File: src/rtl/bw_pkg.sv
package bw_pkg;
  localparam int BW_CNT_W = 5;

  typedef enum logic [1:0] {
    BW_IDLE  = 2'd0,
    BW_COUNT = 2'd1,
    BW_HOLD  = 2'd2
  } bw_state_e;
endpackage

File: src/rtl/bw_counter.sv
module bw_counter #(
  parameter int W = 5
) (
  input  logic         clk,
  input  logic         rst,
  input  logic         clr,
  input  logic         inc,
  input  logic [W-1:0] limit,
  output logic         at_limit
);
  logic [W-1:0] count;

  always_ff @(posedge clk) begin
    if (rst || clr) begin
      count <= '0;
    end else if (inc) begin
      count <= count + 1'b1;
    end
  end

  assign at_limit = (count == limit);
endmodule

File: src/rtl/bw_ctrl.sv
module bw_ctrl
  import bw_pkg::*;
(
  input  logic clk,
  input  logic rst,
  input  logic den_act,
  input  logic rdy_act,
  input  logic at_limit,
  output logic cnt_clr,
  output logic cnt_inc,
  output logic expire
);
  bw_state_e state, state_nx;
  logic      waiting;

  assign waiting = den_act && !rdy_act && (state != BW_HOLD);
  assign cnt_clr = !den_act || rdy_act;
  assign cnt_inc = waiting && !at_limit;
  assign expire  = waiting && at_limit;

  always_comb begin
    state_nx = state;
    if (!den_act) begin
      state_nx = BW_IDLE;
    end else if (rdy_act) begin
      state_nx = BW_COUNT;
    end else begin
      unique case (state)
        BW_IDLE, BW_COUNT: state_nx = at_limit ? BW_HOLD : BW_COUNT;
        BW_HOLD:           state_nx = BW_HOLD;
        default:           state_nx = BW_IDLE;
      endcase
    end
  end

  always_ff @(posedge clk) begin
    if (rst) begin
      state <= BW_IDLE;
    end else begin
      state <= state_nx;
    end
  end
endmodule

File: src/rtl/bw_err_out.sv
module bw_err_out (
  input  logic clk,
  input  logic rst,
  input  logic fire,
  input  logic enable,
  output logic err_n
);
  always_ff @(posedge clk) begin
    if (rst) begin
      err_n <= 1'b1;
    end else begin
      err_n <= !(fire && enable);
    end
  end
endmodule

File: src/rtl/bus_watch_mon.sv
module bus_watch_mon
  import bw_pkg::*;
#(
  parameter int CNT_W = BW_CNT_W
) (
  input  logic             clk,
  input  logic             rst,
  input  logic             den_n,
  input  logic             rdy_n,
  input  logic             watch_en,
  input  logic [CNT_W-1:0] limit,
  output logic             berr_n
);
  logic cnt_clr, cnt_inc, at_limit, expire;

  bw_ctrl u_ctrl (
    .clk      (clk),
    .rst      (rst),
    .den_act  (!den_n),
    .rdy_act  (!rdy_n),
    .at_limit (at_limit),
    .cnt_clr  (cnt_clr),
    .cnt_inc  (cnt_inc),
    .expire   (expire)
  );

  bw_counter #(.W(CNT_W)) u_cnt (
    .clk      (clk),
    .rst      (rst),
    .clr      (cnt_clr),
    .inc      (cnt_inc),
    .limit    (limit),
    .at_limit (at_limit)
  );

  bw_err_out u_err (
    .clk    (clk),
    .rst    (rst),
    .fire   (expire),
    .enable (watch_en),
    .err_n  (berr_n)
  );
endmodule

File: config.mk
export PLATFORM = sky130hd
export DESIGN_NAME = bus_watch_mon
export DESIGN_NICKNAME = d
export VERILOG_FILES = /design/src/rtl/bw_pkg.sv /design/src/rtl/bw_counter.sv /design/src/rtl/bw_ctrl.sv /design/src/rtl/bw_err_out.sv /design/src/rtl/bus_watch_mon.sv
export SDC_FILE = /design/constraint.sdc
export NUM_CORES = 1
export LEC_CHECK = 0
export ABC_CLOCK_PERIOD_IN_PS = 1940
export CAP_MARGIN = 20
export CORE_AREA = 10 10 47 49
export CTS_BUF_LIST = sky130_fd_sc_hd__clkbuf_8
export DETAILED_ROUTE_END_ITERATION = 12
export DIE_AREA = 0 0 57 59
export PLACE_DENSITY = 0.64
export SETUP_SLACK_MARGIN = 0.3
export SLEW_MARGIN = 20
export SYNTH_ARGS = -nofsm -noshare
export SYNTH_HDL_FRONTEND = slang
export SYNTH_SLANG_ARGS = --single-unit
File: constraint.sdc
create_clock -name clk -period 1.94 [get_ports clk]
set_input_delay 0.291 -clock clk [delete_from_list [all_inputs] [get_ports clk]]
set_output_delay 0.291 -clock clk [all_outputs]
set_load 0.03 [all_outputs]
==> metrics, run 1 <==
HP Class=reg -> reg; Antenna Nets Post-Route=0; final core occ=between 40% and 50%; P per Cell Area=676.8 nW/um2; Fin. Hold Viols=0; cell area after layout=~610 um2; first-pass GRT wire length=between 1500 and 2000 um; Core ar.=between 1000 and 1500 um2; initial drt markers=3; CTS resizes=0; vias per cell=roughly 5; clock latency on the worst-skew pair=around 0.23 ns; Max Fclk=a little under 700 MHz; R2R Setup Slk=~0.63 ns; Total GRT Usage=under 10%; largest net degree at the start of global routing=13; CTS tree=built; setup TNS=0 ns; Post-synth EDFFs=0; post-route worst setup slack=approximately 0.47 ns; antenna cells=0; Yosys top cell by area=dfxtp_1; Crit Path Category=reg -> out; Synth Area in Adders=approximately 2.8%; Max Clock Skew=0.0003898 ns; vias in the first global route=about 400; GR peak layer=met2; worst r2r src=u_cnt.count[0]; Die Ht=about 60 um; relative slew slack=between 70% and 80%; number of buffers created by CTS=3; Slew Limit Fails=0; Sink Count=8; Compound-Gate Fraction of Synth Area=between 10% and 20%; CP Launch Point=u_err.err_n; RSZ-0062 raised after global routing=no; H-tree depth=1; crit path to=berr_n; DP Wirelength=678.6 um; layout cells sized above 1=under 10%; Initial Util=between 30% and 40%; Port Buffers=10; Critical-path top delay cell=clkdlybuf4s50_1; Synthesis Warnings=0; CTS clk-pin slew, worst paths=roughly 0.040 ns; GRT overflow=0; # DRC=0; Worst path depth=1; routing usage on met3=under 10%; Buf+Inv Stages, Crit Path=1; flops & latches, synth=8; dpl ws=between 0.2 and 0.25 ns; Least-Margin Pin Slew=roughly 0.4 ns; Cell variety after synth=18; drt total wl=a little under 900 um; setup bufs post-CTS=0; critical path cell sequence=clkdlybuf4s50_1; Nets=between 70 and 80; FFs w/ async S/R, synth=0%; Seq/Total Area, Yosys=between 30% and 40%; Critical Path AT=1.18 ns; Post-Synth Simple-Gate Area=between 20 and 30%; peak supply drop=just under 600 uV; Finished Layout Cells=78; top-level port count=11; status=complete, no violations; initial antenna violation count=0; endpoint class of the critical path=output port; Die Area=around 3400 um2; Startpoint Class=register; M2 GR Usage=between 9 and 10%; Crit path required time=roughly 1.7 ns; average size of a mapped cell=9.065 um2; Clock Tree Buf Depth=2; Main synth FF type=dfxtp_1; Final Cycle Share=75.92%; Site Rows=14; count leader, synth=dfxtp_1; dpl cell area=between 500 and 600 um2; Synth Cell Area=444.2 um2; delay-heaviest family, CP=buffers and inverters; max_cap viols=0; Critical Path Max Stage Delay=0.66 ns; Synth top area share=36.06%; Crit Path Max Fanout=1; Synth top cells by count=dfxtp_1 (8), nand2_1 (7), mux2i_1 (5), nand2b_1 (5), xor2_1 (5); main combinational cell family by area after synthesis=simple AND/OR/NAND/NOR gates; XOR/XNOR Fraction of Synth Area=between 9 and 10%; minimum clock period=between 1 and 1.5 ns; Mapped Nets=60; total leakage power=~0.23 nW; GPL Wtd Cong=0.6987; placed instance count=75; fill count=152; worst r2r dst=u_cnt.count[4]; Cells after Synth=49; Layout area overhead=36.90%; Wirelength per Cell=around 11 um; Clk Tree Root Cell=clkbuf_8; endpoints failing setup=0; GR Layer Usage met1=~6%; CTS Hold Buffers Added=0; vias post-DR=385; synth top area cells=dfxtp_1 (36%), mux2i_1 (11%), xor2_1 (9.9%); mux cell area share after synthesis=a little under an eighth; die width=between 50 and 60 um; total iterations of the first detailed-routing run=2; Reg2Reg Depth=4
## power breakdown
| group | total, mW | internal [mW] | switching (mW) |
|---|---|---|---|
| logic | 0.0435 | 0.0257 | 0.0178 |
| registers | 0.168 | 0.167 | 0.000817 |
| clock network | 0.200 | 0.134 | 0.0659 |
## how the worst min path moves through the flow
stage / endpoint / cells after the start / start / slack (ns)
4_1_cts: u_cnt.count[4] / 2 / u_cnt.count[4] / 0.49
5_1_grt: u_cnt.count[4] / 2 / u_cnt.count[4] / 0.52
3_3_place_gp: u_cnt.count[4] / 2 / u_cnt.count[4] / 0.47
3_5_place_dp: u_cnt.count[4] / 2 / u_cnt.count[4] / 0.48
2_1_floorplan: u_ctrl.state[0] / 1 / rst / 0.36
6_report: u_cnt.count[4] / 2 / u_cnt.count[4] / 0.49
## cells in the final DEF, fill, tap and decap left out
cell type        count
nor2b_1              1
nor3b_1              1
buf_4                1
nand2b_1             5
ha_1                 1
nand2_1              7
nand3_1              4
nand3b_1             1
a21oi_1              2
clkdlybuf4s50_1     10
xor2_1               5
dfxtp_1              8
a21boi_0             1
mux2i_1              5
and3_1               1
a21o_1               1
nor3_4               1
a211oi_1             3
nor2_1               1
clkbuf_8             3
## layer usage
| layer | part of all wire, % | up-vias |
|---|---|---|
| met5 | 0 | - |
| met2 | 50 | 10 |
| met3 | 8.5 | 2 |
| met1 | 41 | 176 |
| met4 | 0.79 | 0 |
| li1 | - | 197 |
## final cells by class
class / instances / area, um2 / share of cell area, %
clock buffer: 3 / 41.29 / 6.790
multi-input combinational: 40 / 279.0 / 45.88
sequential: 8 / 160.2 / 26.34
tap: 16 / 20.02 / 3.292
timing repair buffer: 11 / 107.6 / 17.70
## sequential cells by signal, summed over array words and instances (netlist names)
register	cells
u_err.err_n	1
u_ctrl.state	2
u_cnt.count	5
## through the flow
| step | hold WS, ns | power (mW) |
|---|---|---|
| finish | 0.4863 | 0.4115 |
| global route | 0.5164 | 0.4306 |
| CTS | 0.4886 | 0.4199 |
| detailed placement | 0.4822 | 0.2141 |
| global placement | 0.4688 | 0.2137 |
| floorplan | 0.3638 | 0.1905 |
## cells by family (layout without fill, tap and decap cells)
family,Yosys count,count (layout)
adders and majority gates,1,1
xor gates and xnor gates,5,5
muxes,5,5
DFF,8,8
AOI/OAI and AO/OA,7,7
buffers and inverters,1,14
and+or+nand+nor,22,22
## worst min-delay path: stages (launching register included)
cell and delay [ns]:
dfxtp_1 0.32, nand2_1 0.06, mux2i_1 0.05
No activity file was read; power rests on OpenSTA's default activity.
==> run 2: changes to the inputs <==
--- a/config.mk
+++ b/config.mk
@@ -5,7 +5,7 @@
 export SDC_FILE = /design/constraint.sdc
 export NUM_CORES = 1
 export LEC_CHECK = 0
-export ABC_CLOCK_PERIOD_IN_PS = 1940
+export ABC_CLOCK_PERIOD_IN_PS = 1370
 export CAP_MARGIN = 20
 export CORE_AREA = 10 10 47 49
 export CTS_BUF_LIST = sky130_fd_sc_hd__clkbuf_8
==> constraint.sdc (replaced) <==
create_clock -name clk -period 1.37 [get_ports clk]
set_input_delay 0.2055 -clock clk [delete_from_list [all_inputs] [get_ports clk]]
set_output_delay 0.2055 -clock clk [all_outputs]
set_load 0.03 [all_outputs]
==> metrics, run 2 (synthesis results as in run 1) <==
H-tree depth=1 (unchanged); max FFs per register=5 (unchanged); DR top layer=met4; RSZ-0062 raised after global routing=yes; max_cap viols=0 (unchanged); vias per cell=4.788 (-3.0%); Slew Limit Fails=0 (unchanged); Die Ht=59 um (unchanged); critical path cell sequence=xor2_2 > nor3_4 > buf_6 > a211oi_2 > mux2i_1; placed instance count=78 (+4.0%); Regs by FF count=u_cnt.count: 5 flops, u_ctrl.state: 2 flops, u_err.err_n: 1 flops; Initial Util=31.70% (unchanged); total leakage power=0.3065 nW (+31%); Crit Path Category=reg -> reg; Wirelength per Cell=12.07 um (+5.9%); Max Fclk=a little over 800 MHz; CTS tree=built; Crit Path Max Fanout=7 (+6); M1 WL=438 um (+21%); largest net degree at the start of global routing=8 (-5); Port Buffers=10 (unchanged); DP Wirelength=753.9 um (+11%); vias post-DR=407 (+5.7%); Finished Layout Cells=85 (+9.0%); antenna cells=0 (unchanged); CTS clk-pin slew, worst paths=0.04 ns (about the same); Critical-path top delay cell=dfxtp_2; Clock Tree Buf Depth=2 (unchanged); first-pass GRT wire length=1932 um (+22%); Layout area overhead=70.99%; endpoint class of the critical path=register; Antenna Nets Post-Route=0 (unchanged); minimum clock period=around 1.2 ns; Clk Tree Root Cell=clkbuf_8; commonest non-fill, non-tap cell in the layout=dlygate4sd2_1; vias in the first global route=432 (+8.5%); Total GRT Usage=7.382% (+1.3 points); GPL Wtd Cong=0.6980 (-0.10%); endpoints failing setup=0 (unchanged); Most flops, register=u_cnt.count; initial drt markers=3 (unchanged); relative slew slack=83.88% (+10 points); die width=57 um (unchanged); peak supply drop=350.6 uV (-40%); HP Class=in -> reg; Max Clock Skew=0.0009827 ns (+0.0005930 ns); final core occ=54.20% (+11 points); drt total wl=1026 um (+15%); layout cells sized above 1=44.93% (+37 points); status=complete, no violations; most frequent cells in the layout=dlygate4sd2_1 (7), nand2_1 (6), buf_4 (6); clock latency on the worst-skew pair=0.23 ns (about the same); Startpoint Class=register; initial antenna violation count=0 (unchanged); # DRC=0 (unchanged); R2R Setup Slk=0.16 ns (-0.47 ns); total iterations of the first detailed-routing run=2 (unchanged); Final Cycle Share=about 90%; Nets=82 (+9.3%); Sink Count=8 (unchanged); Fin. Hold Viols=0 (unchanged); Buf+Inv Stages, Crit Path=1 (unchanged); Least-Margin Pin Slew=0.2412 ns (-0.1559 ns); top-level port count=11 (unchanged); Critical Path AT=1.37 ns (+0.19 ns); GRT overflow=0 (unchanged); Site Rows=14 (unchanged); Crit path required time=1.53 ns (-0.12 ns); Critical Path Max Stage Delay=0.35 ns (-0.31 ns); Core ar.=1401 um2 (unchanged); Die Area=3363 um2 (unchanged); number of buffers created by CTS=3 (unchanged); WL met2=489 um (+11%); delay-heaviest family, CP=flip-flops; P per Cell Area=790.6 nW/um2 (+17%); met3 WL=66 um (-13%)
==> run 2: cell types whose count changed in the layout (fill, tap and decap cells not counted), moves of 2 or more <==
cell	change
dfxtp_4	+3
buf_6	+2
clkdlybuf4s50_1	-9
dlygate4sd2_1	+7
dfxtp_1	-4
a211oi_1	-3
a21oi_1	-2
xor2_2	+5
xor2_1	-5
buf_4	+5
a211oi_2	+3
==> run 2: area by class of cell <==
cell class / instances / area [um2]
Clock buffer: 3 / 41.29
Fill cell: 134 / 641.9
Multi-Input combinational cell: 40 / 369.1
Sequential cell: 8 / 172.7
Tap cell: 16 / 20.02
Timing Repair Buffer: 18 / 156.4
==> run 2: worst paths after layout <==
path,startpoint,to,depth (start not counted)
worst min-delay path,rst,u_ctrl.state[0],2
worst min register to register,u_cnt.count[4],u_cnt.count[4],2
worst max register to register,u_cnt.count[4],u_cnt.count[4],5
worst max-delay path,u_cnt.count[4],u_cnt.count[4],5
==> run 2: repair_timing <==
| action | CTS | global route |
|---|---|---|
| cloned | 0 | 0 |
| resized for setup | 25 | 3 |
| pin swaps | 7 | 3 |
| hold buffers | 0 | 0 |
| endpoints found under the setup margin | 9 | 9 |
| setup buffers | 4 | 0 |
==> run 2: metal layers <==
| metal | GRT usage (%) | vias to the layer above |
|---|---|---|
| met1 | 7.702 | 185 |
| li1 | - | 208 |
| met3 | 3.863 | 5 |
| met2 | 11.32 | 9 |
| met5 | 0 | - |
| met4 | 5.034 | 0 |
==> run 2: per-stage QoR <==
stage / setup slack, ns / area (um2) / hold WS [ns] / power (mW) / setup TNS (ns)
after floorplan: 0.2075 / 488.0 / 0.2783 / 0.2762 / 0
after global placement: -0.2212 / 633.1 / 0.4881 / 0.3141 / -1.341
after detailed placement: -0.2474 / 633.1 / 0.4963 / 0.3153 / -1.475
after CTS: 0.1053 / 760.7 / 0.3344 / 0.6080 / 0
after global routing: 0.09781 / 759.5 / 0.2153 / 0.6287 / 0
final: 0.1573 / 759.5 / 0.2105 / 0.6004 / 0
==> run 2: report_power, final <==
group          internal (mW)  switching (mW)
clock                  0.191          0.0957
combinational         0.0432          0.0390
sequential             0.231         0.00122
